File: src/rtl/dma_regs_pkg.sv
package dma_regs_pkg;

   localparam logic [3:0] OFS_CMD       = 4'h8;
   localparam logic [3:0] OFS_MASK_ONE  = 4'hA;
   localparam logic [3:0] OFS_MODE      = 4'hB;
   localparam logic [3:0] OFS_PTR_CLR   = 4'hC;
   localparam logic [3:0] OFS_MASTER    = 4'hD;
   localparam logic [3:0] OFS_MASK_NONE = 4'hE;
   localparam logic [3:0] OFS_MASK_ALL  = 4'hF;

   // decoded strobes for one bus cycle
   typedef struct packed {
      logic       reg_wr;
      logic       reg_rd;
      logic [1:0] ch;
      logic       is_cnt;
      logic       cmd_wr;
      logic       mode_wr;
      logic       mask_bit_wr;
      logic       ptr_clr;
      logic       mclr;
      logic       mask_clr_all;
      logic       mask_ld;
      logic       mask_rd;
   } strobes_t;

endpackage

File: src/rtl/dma_port_decode.sv
module dma_port_decode
   import dma_regs_pkg::*;
(
   input  logic       sel,
   input  logic       wr,
   input  logic       rd,
   input  logic [3:0] ofs,
   output strobes_t   st
);

   always_comb begin
      st        = '0;
      st.ch     = ofs[2:1];
      st.is_cnt = ofs[0];
      if (sel && !ofs[3]) begin
         st.reg_wr = wr;
         st.reg_rd = rd && !wr;
      end
      if (sel && wr) begin
         case (ofs)
            OFS_CMD:       st.cmd_wr       = 1'b1;
            OFS_MASK_ONE:  st.mask_bit_wr  = 1'b1;
            OFS_MODE:      st.mode_wr      = 1'b1;
            OFS_PTR_CLR:   st.ptr_clr      = 1'b1;
            OFS_MASTER:    st.mclr         = 1'b1;
            OFS_MASK_NONE: st.mask_clr_all = 1'b1;
            OFS_MASK_ALL:  st.mask_ld      = 1'b1;
            default:       ;
         endcase
      end
      st.mask_rd = sel && rd && !wr && (ofs == OFS_MASK_ALL);
   end

endmodule

File: src/rtl/dma_byte_ptr.sv
module dma_byte_ptr (
   input  logic clk,
   input  logic rst_n,
   input  logic clr,
   input  logic step,
   output logic hi
);

   always_ff @(posedge clk) begin
      if (!rst_n)    hi <= 1'b0;
      else if (clr)  hi <= 1'b0;
      else if (step) hi <= ~hi;
   end

   assert_ptr_clear_R4: assert property (@(posedge clk) disable iff (!rst_n)
      clr |=> !hi);

   assert_ptr_toggle_R2: assert property (@(posedge clk) disable iff (!rst_n)
      (step && !clr) |=> (hi != $past(hi)));

   assert_ptr_hold_R11: assert property (@(posedge clk) disable iff (!rst_n)
      (!step && !clr) |=> $stable(hi));

endmodule

File: src/rtl/dma_chan_regs.sv
module dma_chan_regs #(
   parameter int unsigned BUS_W  = 8,
   parameter int unsigned ADDR_W = 16,
   parameter int unsigned CNT_W  = 16,
   parameter int unsigned MODE_W = 6
) (
   input  logic              clk,
   input  logic              rst_n,
   input  logic              mclr,
   input  logic              hi,
   input  logic              wr_addr,
   input  logic              wr_cnt,
   input  logic [BUS_W-1:0]  wdata,
   input  logic              mode_ld,
   input  logic [MODE_W-1:0] mode_in,
   output logic [ADDR_W-1:0] cur_addr,
   output logic [CNT_W-1:0]  cur_cnt,
   output logic [MODE_W-1:0] mode
);

   always_ff @(posedge clk) begin
      if (!rst_n || mclr) begin
         cur_addr <= '0;
         cur_cnt  <= '0;
         mode     <= '0;
      end else begin
         if (wr_addr) begin
            if (hi) cur_addr[ADDR_W-1:BUS_W] <= wdata;
            else    cur_addr[BUS_W-1:0]      <= wdata;
         end
         if (wr_cnt) begin
            if (hi) cur_cnt[CNT_W-1:BUS_W] <= wdata;
            else    cur_cnt[BUS_W-1:0]     <= wdata;
         end
         if (mode_ld) mode <= mode_in;
      end
   end

   assert_addr_low_R2: assert property (@(posedge clk) disable iff (!rst_n)
      (wr_addr && !hi && !mclr) |=>
         (cur_addr[BUS_W-1:0] == $past(wdata)) &&
         (cur_addr[ADDR_W-1:BUS_W] == $past(cur_addr[ADDR_W-1:BUS_W])));

   assert_cnt_high_R2: assert property (@(posedge clk) disable iff (!rst_n)
      (wr_cnt && hi && !mclr) |=>
         (cur_cnt[CNT_W-1:BUS_W] == $past(wdata)) &&
         (cur_cnt[BUS_W-1:0] == $past(cur_cnt[BUS_W-1:0])));

   assert_idle_stable_R3: assert property (@(posedge clk) disable iff (!rst_n)
      (!wr_addr && !wr_cnt && !mode_ld && !mclr) |=>
         $stable(cur_addr) && $stable(cur_cnt) && $stable(mode));

endmodule

File: src/rtl/dma_mask_reg.sv
module dma_mask_reg #(
   parameter int unsigned NUM_CH = 4,
   localparam int unsigned CH_W  = $clog2(NUM_CH)
) (
   input  logic              clk,
   input  logic              rst_n,
   input  logic              mclr,
   input  logic              bit_wr,
   input  logic [CH_W-1:0]   bit_ch,
   input  logic              bit_val,
   input  logic              clr_all,
   input  logic              ld,
   input  logic [NUM_CH-1:0] ld_val,
   output logic [NUM_CH-1:0] mask
);

   always_ff @(posedge clk) begin
      if (!rst_n || mclr)  mask         <= '1;
      else if (clr_all)    mask         <= '0;
      else if (ld)         mask         <= ld_val;
      else if (bit_wr)     mask[bit_ch] <= bit_val;
   end

   assert_mask_master_R10: assert property (@(posedge clk) disable iff (!rst_n)
      mclr |=> (&mask));

   assert_mask_none_R7: assert property (@(posedge clk) disable iff (!rst_n)
      (clr_all && !mclr) |=> (mask == '0));

   assert_mask_single_R6: assert property (@(posedge clk) disable iff (!rst_n)
      (bit_wr && !mclr && !clr_all && !ld) |=>
         (mask[$past(bit_ch)] == $past(bit_val)) &&
         ($countones(mask ^ $past(mask)) <= 1));

endmodule

File: src/rtl/dma_host_regs.sv
module dma_host_regs
   import dma_regs_pkg::*;
#(
   parameter int unsigned NUM_CH = 4,
   parameter int unsigned BUS_W  = 8,
   parameter int unsigned ADDR_W = 16,
   parameter int unsigned CNT_W  = 16,
   localparam int unsigned MODE_W = BUS_W - 2,
   localparam int unsigned CH_W   = $clog2(NUM_CH)
) (
   input  logic                     clk,
   input  logic                     rst_n,
   input  logic                     bus_sel,
   input  logic                     bus_wr,
   input  logic                     bus_rd,
   input  logic [3:0]               bus_ofs,
   input  logic [BUS_W-1:0]         bus_wdata,
   output logic [BUS_W-1:0]         bus_rdata,
   output logic [BUS_W-1:0]         ctl_cmd,
   output logic                     ctl_enable,
   output logic [NUM_CH-1:0]        chan_mask,
   output logic [NUM_CH*MODE_W-1:0] chan_mode,
   output logic [NUM_CH*ADDR_W-1:0] chan_addr,
   output logic [NUM_CH*CNT_W-1:0]  chan_count
);

   // the offset map fixes these values
   if (NUM_CH != 4) begin : g_bad_ch
      $error("dma_host_regs: the offset map holds exactly four channels");
   end
   if (ADDR_W != 2*BUS_W || CNT_W != 2*BUS_W) begin : g_bad_w
      $error("dma_host_regs: address and count must be two bus bytes wide");
   end
   if (BUS_W < 8) begin : g_bad_bus
      $error("dma_host_regs: the command ports need at least 8 data bits");
   end

   strobes_t st;
   logic     ptr_hi;
   logic [ADDR_W-1:0] addr_q [NUM_CH];
   logic [CNT_W-1:0]  cnt_q  [NUM_CH];

   dma_port_decode u_dec (
      .sel (bus_sel),
      .wr  (bus_wr),
      .rd  (bus_rd),
      .ofs (bus_ofs),
      .st  (st)
   );

   dma_byte_ptr u_ptr (
      .clk   (clk),
      .rst_n (rst_n),
      .clr   (st.ptr_clr | st.mclr),
      .step  (st.reg_wr | st.reg_rd),
      .hi    (ptr_hi)
   );

   for (genvar i = 0; i < NUM_CH; i++) begin : g_ch
      logic sel_ch;
      assign sel_ch = (st.ch == CH_W'(i));
      dma_chan_regs #(
         .BUS_W  (BUS_W),
         .ADDR_W (ADDR_W),
         .CNT_W  (CNT_W),
         .MODE_W (MODE_W)
      ) u_regs (
         .clk      (clk),
         .rst_n    (rst_n),
         .mclr     (st.mclr),
         .hi       (ptr_hi),
         .wr_addr  (st.reg_wr && sel_ch && !st.is_cnt),
         .wr_cnt   (st.reg_wr && sel_ch && st.is_cnt),
         .wdata    (bus_wdata),
         .mode_ld  (st.mode_wr && (bus_wdata[CH_W-1:0] == CH_W'(i))),
         .mode_in  (bus_wdata[BUS_W-1:2]),
         .cur_addr (addr_q[i]),
         .cur_cnt  (cnt_q[i]),
         .mode     (chan_mode[i*MODE_W +: MODE_W])
      );
      assign chan_addr[i*ADDR_W +: ADDR_W] = addr_q[i];
      assign chan_count[i*CNT_W +: CNT_W]  = cnt_q[i];
   end

   dma_mask_reg #(.NUM_CH(NUM_CH)) u_mask (
      .clk     (clk),
      .rst_n   (rst_n),
      .mclr    (st.mclr),
      .bit_wr  (st.mask_bit_wr),
      .bit_ch  (bus_wdata[CH_W-1:0]),
      .bit_val (bus_wdata[2]),
      .clr_all (st.mask_clr_all),
      .ld      (st.mask_ld),
      .ld_val  (bus_wdata[NUM_CH-1:0]),
      .mask    (chan_mask)
   );

   always_ff @(posedge clk) begin
      if (!rst_n || st.mclr) ctl_cmd <= '0;
      else if (st.cmd_wr)    ctl_cmd <= bus_wdata;
   end

   assign ctl_enable = ~ctl_cmd[2];

   logic [ADDR_W-1:0] rd_word;
   always_comb begin
      rd_word   = st.is_cnt ? cnt_q[st.ch] : addr_q[st.ch];
      bus_rdata = '0;
      if (st.reg_rd)
         bus_rdata = ptr_hi ? rd_word[ADDR_W-1:BUS_W] : rd_word[BUS_W-1:0];
      else if (st.mask_rd)
         bus_rdata[NUM_CH-1:0] = chan_mask;
   end

   assert_master_clear_R10: assert property (@(posedge clk) disable iff (!rst_n)
      st.mclr |=> (ctl_cmd == '0) && !ptr_hi && (chan_addr == '0) && (chan_count == '0));

   assert_no_select_R12: assert property (@(posedge clk) disable iff (!rst_n)
      !bus_sel |=> $stable(ctl_cmd) && $stable(chan_mask) && $stable(ptr_hi)
                   && $stable(chan_addr) && $stable(chan_count) && $stable(chan_mode));

   assert_cmd_load_R9: assert property (@(posedge clk) disable iff (!rst_n)
      st.cmd_wr |=> (ctl_cmd == $past(bus_wdata)));

endmodule

File: config.mk
export PLATFORM = sky130hd
export DESIGN_NAME = dma_host_regs
export DESIGN_NICKNAME = d
export VERILOG_FILES = /design/src/rtl/dma_regs_pkg.sv /design/src/rtl/dma_port_decode.sv /design/src/rtl/dma_byte_ptr.sv /design/src/rtl/dma_chan_regs.sv /design/src/rtl/dma_mask_reg.sv /design/src/rtl/dma_host_regs.sv
export SDC_FILE = /design/constraint.sdc
export NUM_CORES = 1
export LEC_CHECK = 0
export BUFFER_PORTS_ARGS = -buffer_cell sky130_fd_sc_hd__buf_2
export CORE_ASPECT_RATIO = 1.1
export CORE_MARGIN = 3
export CORE_UTILIZATION = 47
export DETAILED_ROUTE_END_ITERATION = 10
export PLACE_DENSITY = 0.8
export SYNTH_ARGS = -nofsm -noshare
export SYNTH_HDL_FRONTEND = slang
export SYNTH_SLANG_ARGS = --single-unit
File: constraint.sdc
create_clock -name clk -period 2.3 [get_ports clk]
set_input_delay 0.23 -clock clk [delete_from_list [all_inputs] [get_ports clk]]
set_output_delay 0.23 -clock clk [all_outputs]
set_load 0.005 [all_outputs]
==> results of run 1 <==
[logic make-up after synthesis]
group / count (synthesis)
AND/OR/NAND/NOR: 226
multiplexers: 209
flip-flops: 165
buffers and inverters: 58
AO/OA/AOI/OAI: 28
XOR/XNOR: 1
[routing by layer]
layer	part of all wire	vias up	wire length (um)	global-route usage
met5	0	-	0	0
met4	0.021	0	452	0.0777
met3	0.084	32	1810	0.0803
met2	0.48	245	10300	0.408
met1	0.41	2904	8910	0.303
li1	-	2784	-	-
[state kept, by name, indices dropped and copies added, names as in the netlist]
name and cells:
u_mask.mask 4, g_ch.u_regs.mode 24, u_ptr.hi 1, g_ch.u_regs.cur_cnt 64
ctl_cmd 8, g_ch.u_regs.cur_addr 64
[power breakdown]
group	switching [uW]	leakage, uW	internal (uW)
sequential	13.6	0.00133	2870
clock	1180	0.000308	1880
combinational	250	0.00289	124
total	1450	0.00452	4880
[synth_stat cells, drive strengths merged]
| master | count | area, sq um |
|---|---|---|
| mux2i | 181 | 1810 |
| nor2 | 166 | 626 |
| dfxtp | 165 | 3300 |
| buf | 28 | 146 |
| mux4 | 28 | 631 |
| clkbuf | 27 | 101 |
| nand2 | 14 | 55.1 |
| nand3 | 13 | 108 |
| nor3 | 8 | 113 |
| nor2b | 5 | 31.3 |
| o211ai | 5 | 37.5 |
| and3 | 4 | 25.0 |
| o22ai | 4 | 25.0 |
| and3b | 3 | 26.3 |
| inv | 3 | 11.3 |
| nand2b | 3 | 18.8 |
| nor4 | 3 | 63.8 |
| o2111ai | 3 | 26.3 |
| o31ai | 3 | 36.3 |
| a211oi | 2 | 15.0 |
| a21oi | 2 | 10.0 |
| a311oi | 2 | 17.5 |
| nand3b | 2 | 31.3 |
| o21ai | 2 | 10.0 |
| a211o | 1 | 8.76 |
| a22o | 1 | 8.76 |
| a31oi | 1 | 6.26 |
| nand4 | 1 | 6.26 |
| nand4bb | 1 | 11.3 |
| nor4b | 1 | 23.8 |
| nor4bb | 1 | 10.0 |
| o311a | 1 | 10.0 |
| o31a | 1 | 8.76 |
| or4b | 1 | 10.0 |
| xnor2 | 1 | 8.76 |
[per-stage QoR]
stage / utilization / instances / instance area, sq um
floorplan: - / 687 / 7390
global placement: 0.566 / 1045 / 8620
detailed placement: 0.566 / 1045 / 8620
CTS: 0.608 / 1077 / 9250
global route: 0.608 / 1077 / 9260
finish: 0.608 / 1077 / 9260
[final cells by class]
type	count	area, sq um	area share
multi-input combinational	464	3840	0.414
sequential	165	3300	0.357
timing repair buffer	217	1230	0.133
clock buffer	21	460	0.0497
tap	196	245	0.0265
clock inverter	11	173	0.0186
inverter	3	11.3	0.00122
[worst paths after layout]
kind	startpoint	endpoint	slack (ps)	depth (start not counted)
worst max-delay path	u_ptr.hi$_SDFFE_PP0P_	bus_rdata[4]	150	4
worst min-delay path	rst_n	u_ptr.hi$_SDFFE_PP0P_	60	2
worst max register to register	u_ptr.hi$_SDFFE_PP0P_	g_ch[1].u_regs.cur_addr[0]$_SDFFE_PP0P_	460	5
worst min register to register	g_ch[0].u_regs.mode[2]$_SDFFE_PP0P_	g_ch[0].u_regs.mode[2]$_SDFFE_PP0P_	490	2
[worst max-delay path, stage by stage (launching register included)]
cell	delay, ps
dfxtp_1	470
nor2b_1	330
nand2_2	200
o22ai_1	310
buf_2	180
==> impl_metrics.env, run 1 <==
export IMPL_ios=190
export IMPL_die_x_um=126
export IMPL_p_per_area_nw_per_um2=683
export IMPL_leakage_uw=0.00452
export IMPL_nets=885
export IMPL_n_antenna_cell=0
export IMPL_synth_cell_types=45
export IMPL_period_share=0.936
export IMPL_drv_cap=0
export IMPL_dp_slack_ps=290
export IMPL_start_kind="flop"
export IMPL_crit_fanout=8
export IMPL_clock_sinks=165
export IMPL_ys_seq_area_frac=0.447
export IMPL_rsz0062_at_grt="false"
export IMPL_finalPower_uw=6320
export IMPL_synth_top_family_by_area="multiplexers"
export IMPL_criticalPathCategory="flop to output port"
export IMPL_whs_ps=61.8
export IMPL_cts_buffer_depth=2
export IMPL_ir_drop_mv=0.444
export IMPL_drt_wl_total_mm=21.5
export IMPL_fin_setup_tns_ps=0
export IMPL_place_gp_congestion=0.854
export IMPL_min_period_ps=2150
export IMPL_num_rows=47
export IMPL_final_cell_mix="buf_2 (189), mux2i_1 (181), nor2_1 (165), dfxtp_1 (165), mux4_2 (28)"
export IMPL_synth_compound_area_frac=0.0298
export IMPL_slew_headroom=0.587
export IMPL_grt_max_degree=92
export IMPL_cts_setup_buffers=0
export IMPL_overflow=0
export IMPL_yosys_warnings=0
export IMPL_syn_nets=704
export IMPL_postCtsResizedCells=0
export IMPL_htree_num_levels=4
export IMPL_skew_ps=7.98
export IMPL_detail_route_wl_per_cell_um=20.0
export IMPL_drc=0
export IMPL_first_global_vias=5830
export IMPL_cts_hold_fix_buffers=0
export IMPL_track_usage=0.245
export IMPL_cts_root_buf="clkbuf_16"
export IMPL_setup_viol=0
export IMPL_io_buffers=189
export IMPL_coreArea_sq_um=15200
export IMPL_hp_class="primary input to flop"
export IMPL_worst_pin_slew_ps=615
export IMPL_dieHeight_um=138
export IMPL_drtIter0Drc=506
export IMPL_antenna_found_initial=0
export IMPL_dp_hpwl_mm=15.1
export IMPL_synthAdderAreaFrac=0
export IMPL_antenna_left=0
export IMPL_nFillCells=1281
export IMPL_synth_avg_cell_area_sq_um=10.8
export IMPL_synth_xor_area_frac=0.00118
export IMPL_worstPathArrival_ps=1920
export IMPL_clk_latency_ps=430
export IMPL_required_ps=2070
export IMPL_critPathCaptureType="output port"
export IMPL_area_growth_pct=25.3
export IMPL_cts_tree="built"
export IMPL_setup_ws_ps=146
export IMPL_synth_simple_area_share=0.157
export IMPL_num_vias=5965
export IMPL_final_common_cell="buf_2"
export IMPL_cts_buffers=17
export IMPL_max_freq_mhz=464
export IMPL_finalHoldViolations=0
export IMPL_cts_clk_slew_worst_paths_ps=70
export IMPL_synth_mux_area_frac=0.330
export IMPL_grt_pass1_wl_mm=32.7
export IMPL_drive_gt1_frac=0.339
export IMPL_netlist_instances=687
export IMPL_ys_ff_latch=165
export IMPL_netlist_area_sq_um=7390
export IMPL_firstDrtPassIters=5
export IMPL_initial_core_util=0.485
export IMPL_drv_slew=0
export IMPL_dieArea_sq_um=17300
export IMPL_status="finished, final reports clean"
export IMPL_via_per_inst=5.54
(Power assumes the default switching activity.)
==> inputs of run 2 (changes only) <==
BUFFER_PORTS_ARGS = -buffer_cell sky130_fd_sc_hd__buf_4   (was -buffer_cell sky130_fd_sc_hd__buf_2)
==> impl_metrics.env, run 2 (synthesized netlist as in run 1, its figures left out) <==
export IMPL_status="finished, final reports clean"
export IMPL_drt_wl_total_mm=21.4
export IMPL_hp_class="primary input to flop"
export IMPL_drv_slew=0
export IMPL_initial_core_util=0.485
export IMPL_place_gp_congestion=0.815
export IMPL_firstDrtPassIters=5
export IMPL_cts_root_buf="clkbuf_16"
export IMPL_rsz0062_at_grt="false"
export IMPL_drc=0
export IMPL_cts_tree="built"
export IMPL_worstPathArrival_ps=1910
export IMPL_grt_pass1_wl_mm=32.6
export IMPL_htree_num_levels=4
export IMPL_min_period_ps=2140
export IMPL_cts_buffer_depth=2
export IMPL_max_freq_mhz=467
export IMPL_max_stage_delay_ps=430
export IMPL_min_from="rst_n"
export IMPL_required_ps=2070
export IMPL_nFillCells=1239
export IMPL_detail_route_wl_per_cell_um=20.0
export IMPL_first_global_vias=5704
export IMPL_worst_pin_slew_ps=704
export IMPL_r2r_slack_ps=570
export IMPL_fin_setup_tns_ps=0
export IMPL_area_growth_pct=30.4
export IMPL_io_buffers=189
export IMPL_antenna_left=0
export IMPL_p_per_area_nw_per_um2=645
export IMPL_min_to="u_ptr.hi$_SDFFE_PP0P_"
export IMPL_track_usage=0.244
export IMPL_ios=190
export IMPL_leakage_uw=0.00448
export IMPL_finalHoldViolations=0
export IMPL_num_vias=5937
export IMPL_overflow=0
export IMPL_cts_setup_buffers=0
export IMPL_drive_gt1_frac=0.336
export IMPL_via_per_inst=5.54
export IMPL_die_x_um=126
export IMPL_path_cells="nor2b_1 -> nand2_1 -> o22ai_1 -> buf_4"
export IMPL_start_kind="flop"
export IMPL_critPathCaptureType="output port"
export IMPL_place_inst=1040
export IMPL_final_cell_mix="buf_4 (209), mux2i_1 (181), nor2_1 (165), dfxtp_1 (164), mux4_2 (28)"
export IMPL_n_antenna_cell=0
export IMPL_ir_drop_mv=0.441
export IMPL_min_delay_path_depth=2
export IMPL_reg_largest_list="g_ch.u_regs.cur_addr: 64 flops, g_ch.u_regs.cur_cnt: 64 flops, g_ch.u_regs.mode: 24 flops"
export IMPL_crit_buf_inv=1
export IMPL_skew_ps=5.79
export IMPL_crit_family="simple AND/OR/NAND/NOR gates"
export IMPL_grt_max_degree=87
export IMPL_cts_buffers=17
export IMPL_final_common_cell="buf_4"
export IMPL_critPathSlowestCell="dfxtp_2"
export IMPL_coreArea_sq_um=15200
export IMPL_stdcell_count=1071
export IMPL_r2r_cells=5
export IMPL_dp_hpwl_mm=14.7
export IMPL_clk_latency_ps=420
export IMPL_dieHeight_um=138
export IMPL_clock_sinks=165
export IMPL_crit_fanout=8
export IMPL_drtIter0Drc=440
export IMPL_r2r_start="u_ptr.hi$_SDFFE_PP0P_"
export IMPL_cts_clk_slew_worst_paths_ps=50
export IMPL_slew_headroom=0.531
export IMPL_num_rows=47
export IMPL_multi_input_area_sq_um=3830
export IMPL_dieArea_sq_um=17300
export IMPL_nets=880
export IMPL_r2r_end="g_ch[3].u_regs.cur_cnt[13]$_SDFFE_PP0P_"
export IMPL_criticalPathCategory="flop to output port"
export IMPL_seq_area_sq_um=3300
export IMPL_setup_viol=0
export IMPL_drv_cap=0
export IMPL_period_share=0.931
export IMPL_antenna_found_initial=0
run 2: cell types whose count changed in the layout (fill, tap and decap cells not counted), moves of 2 or more:
cell | previous run | this run
buf_4 | 22 | 209
inv_6 | 2 | 0
buf_2 | 189 | 0
clkbuf_8 | 2 | 5
buf_12 | 6 | 3
run 2: how the worst max path moves through the flow:
stage,slack (ps),end,cells after the start,from
CTS,40,bus_rdata[4],4,u_ptr.hi$_SDFFE_PP0P_
detailed placement,180,bus_rdata[2],6,bus_ofs[2]
global route,60,bus_rdata[2],6,bus_ofs[2]
floorplan,590,bus_rdata[2],5,bus_ofs[2]
finish,160,bus_rdata[4],4,u_ptr.hi$_SDFFE_PP0P_
global placement,190,bus_rdata[4],5,bus_ofs[2]
run 2: repair_timing:
action	CTS	global route
endpoints found under the setup margin	0	2
hold endpoints to repair	0	0
hold buffers	0	0
resized for setup	0	1
run 2: layout make-up:
| class | instances | share of cell area |
|---|---|---|
| Clock buffer | 23 | 0.0517 |
| Sequential cell | 165 | 0.343 |
| Tap cell | 196 | 0.0254 |
| Inverter | 3 | 0.00117 |
| Multi-Input combinational cell | 464 | 0.397 |
| Clock inverter | 8 | 0.0126 |
| Timing Repair Buffer | 212 | 0.169 |
run 2: power by group:
part / internal, uW / switching [uW]
registers: 2870 / 14.6
clock network: 1840 / 1110
logic: 128 / 246
run 2: metal layers:
metal / GRT usage / share of wire / up-vias
li1: - / - / 2770
met1: 0.320 / 0.44 / 2938
met2: 0.399 / 0.48 / 208
met3: 0.0675 / 0.069 / 21
met4: 0.0711 / 0.015 / 0
met5: 0 / 0 / -
run 2: stage by stage:
| step | setup slack, ps | power [uW] | cell area, sq um | utilization | hold slack [ps] |
|---|---|---|---|---|---|
| global placement | 189 | 3320 | 9020 | 0.592 | 476 |
| detailed placement | 180 | 3320 | 9020 | 0.592 | 484 |
| floorplan | 593 | 3200 | 7390 | - | 348 |
| finish | 158 | 6220 | 9640 | 0.633 | 79.4 |
| CTS | 42.3 | 6250 | 9640 | 0.633 | 76.4 |
| global route | 55.3 | 6400 | 9640 | 0.633 | 76.6 |
==> inputs of run 3 (changes only) <==
ABC_AREA = 1   (was default)
==> impl_metrics.env, run 3 <==
export IMPL_status="finished, final reports clean"
export IMPL_cts_buffers=17
export IMPL_max_freq_mhz=482
export IMPL_yosysMostFrequentCell="nand2_1"
export IMPL_leakage_uw=0.00395
export IMPL_cts_hold_fix_buffers=0
export IMPL_synth_mux_area_frac=0
export IMPL_synth_simple_area_share=0.213
export IMPL_netlist_instances=1107
export IMPL_clk_latency_ps=430
export IMPL_postCtsResizedCells=0
export IMPL_cts_setup_buffers=0
export IMPL_hp_class="primary input to flop"
export IMPL_crit_fanout=41
export IMPL_rsz0062_at_grt="false"
export IMPL_worstPathArrival_ps=1850
export IMPL_synth_area_leader_cell="dfxtp_1"
export IMPL_nFillCells=1481
export IMPL_coreArea_sq_um=15900
export IMPL_synth_top_family_by_area="compound AO/OA/AOI/OAI gates"
export IMPL_nets=1269
export IMPL_period_share=0.903
export IMPL_ys_ff_latch=165
export IMPL_place_gp_congestion=0.946
export IMPL_area_growth_pct=25.3
export IMPL_slew_headroom=0.574
export IMPL_reg_largest_list="g_ch.u_regs.cur_addr: 64 flops, g_ch.u_regs.cur_cnt: 64 flops, g_ch.u_regs.mode: 24 flops"
export IMPL_yosys_warnings=0
export IMPL_via_per_inst=5.46
export IMPL_finalHoldViolations=0
export IMPL_ios=190
export IMPL_synthTopCellsByArea="dfxtp_1 (43%), a21oi_1 (11%), nand2_1 (10%)"
export IMPL_setup_viol=0
export IMPL_r2r_start="u_ptr.hi$_SDFFE_PP0P_"
export IMPL_whs_ps=96.1
export IMPL_drv_cap=0
export IMPL_startpoint="bus_ofs[1]"
export IMPL_clock_sinks=165
export IMPL_synth_ff_type="dfxtp_1"
export IMPL_synth_cell_types=24
export IMPL_io_buffers=189
export IMPL_synth_compound_area_frac=0.220
export IMPL_num_vias=7997
export IMPL_fin_setup_tns_ps=0
export IMPL_num_rows=48
export IMPL_syn_nets=1124
export IMPL_cts_clk_slew_worst_paths_ps=60
export IMPL_die_x_um=128
export IMPL_ys_seq_area_frac=0.430
export IMPL_first_global_vias=7627
export IMPL_drive_gt1_frac=0.210
export IMPL_ir_drop_mv=0.456
export IMPL_p_per_area_nw_per_um2=628
export IMPL_drtIter0Drc=767
export IMPL_criticalPathCategory="primary input to output port"
export IMPL_final_common_cell="nand2_1"
export IMPL_dieHeight_um=140
export IMPL_firstDrtPassIters=5
export IMPL_drv_slew=0
export IMPL_initial_core_util=0.484
export IMPL_start_kind="primary input"
export IMPL_synth_edf_count=0
export IMPL_detail_route_wl_per_cell_um=17.6
export IMPL_track_usage=0.283
export IMPL_min_from="rst_n"
export IMPL_netlist_area_sq_um=7670
export IMPL_dieArea_sq_um=17900
export IMPL_postSynth_asyncResetShare=0
export IMPL_htree_num_levels=4
export IMPL_grt_max_degree=74
export IMPL_worst_pin_slew_ps=636
export IMPL_overflow=0
export IMPL_synth_top_area_share=0.430
export IMPL_drt_wl_total_mm=25.8
export IMPL_grt_pass1_wl_mm=40.1
export IMPL_cts_root_buf="clkbuf_16"
export IMPL_n_antenna_cell=0
export IMPL_skew_ps=4.34
export IMPL_synthAdderAreaFrac=0
export IMPL_drc=0
export IMPL_cts_tree="built"
export IMPL_synth_xor_area_frac=0
export IMPL_synth_avg_cell_area_sq_um=6.93
export IMPL_antenna_left=0
export IMPL_final_cell_mix="nand2_1 (207), buf_4 (205), a21oi_1 (175), dfxtp_1 (165), inv_1 (152)"
export IMPL_critPathCaptureType="output port"
export IMPL_min_period_ps=2080
export IMPL_cts_buffer_depth=2
export IMPL_dp_hpwl_mm=18.2
export IMPL_synthTopCellsByCount="nand2_1 (207), a21oi_1 (175), dfxtp_1 (165)"
export IMPL_antenna_found_initial=0
export IMPL_required_ps=2070
-- run 3: per-stage QoR --
stage	setup WS [ps]	util	instances	cell area [sq um]	total power, uW
after global placement	257	0.571	1433	9060	3410
after CTS	261	0.606	1465	9610	6040
after floorplan	881	-	1107	7670	3260
after global routing	161	0.606	1465	9610	6210
after detailed placement	263	0.571	1433	9060	3420
final	223	0.606	1465	9610	6040
-- run 3: critical path: stages --
cell	delay [ps]
buf_4	200
buf_12	210
nor2_4	390
a21oi_1	180
nand3_1	150
nand3_1	80
a21oi_1	230
buf_4	160
-- run 3: area by class of cell --
cell class                      count  area [sq um]  share of cell area
Timing Repair Buffer              207          1580               0.164
Tap cell                          200           250              0.0260
Sequential cell                   165          3300               0.344
Clock buffer                       22           474              0.0493
Clock inverter                     10          76.3             0.00794
Inverter                          160           603              0.0627
Multi-Input combinational cell    701          3330               0.346
-- run 3: worst paths after layout --
kind | slack, ps | endpoint | cells past startpoint
max | 220 | bus_rdata[5] | 8
min | 100 | u_ptr.hi$_SDFFE_PP0P_ | 3
min reg2reg | 450 | g_ch[3].u_regs.mode[0]$_SDFFE_PP0P_ | 2
max reg2reg | 590 | g_ch[1].u_regs.cur_cnt[0]$_SDFFE_PP0P_ | 4
-- run 3: cells by family (layout without fill, tap and decap cells) --
family                 Yosys count  count (layout)
buffers and inverters          241             399
AO/OA/AOI/OAI                  338             338
flip-flops                     165             165
AND/OR/NAND/NOR                363             363
-- run 3: metal layers --
layer | wire, um | part of all wire | GRT usage | up-vias
met5 | 0 | 0 | 0 | -
met4 | 1070 | 0.041 | 0.131 | 0
met3 | 2720 | 0.11 | 0.0881 | 82
met2 | 11800 | 0.46 | 0.443 | 444
met1 | 10200 | 0.40 | 0.356 | 3604
li1 | - | - | - | 3867
-- run 3: where the power goes --
group / switching, uW / internal [uW] / total (uW)
clock: 1200 / 1470 / 2670
sequential: 20.1 / 2880 / 2900
combinational: 331 / 135 / 467
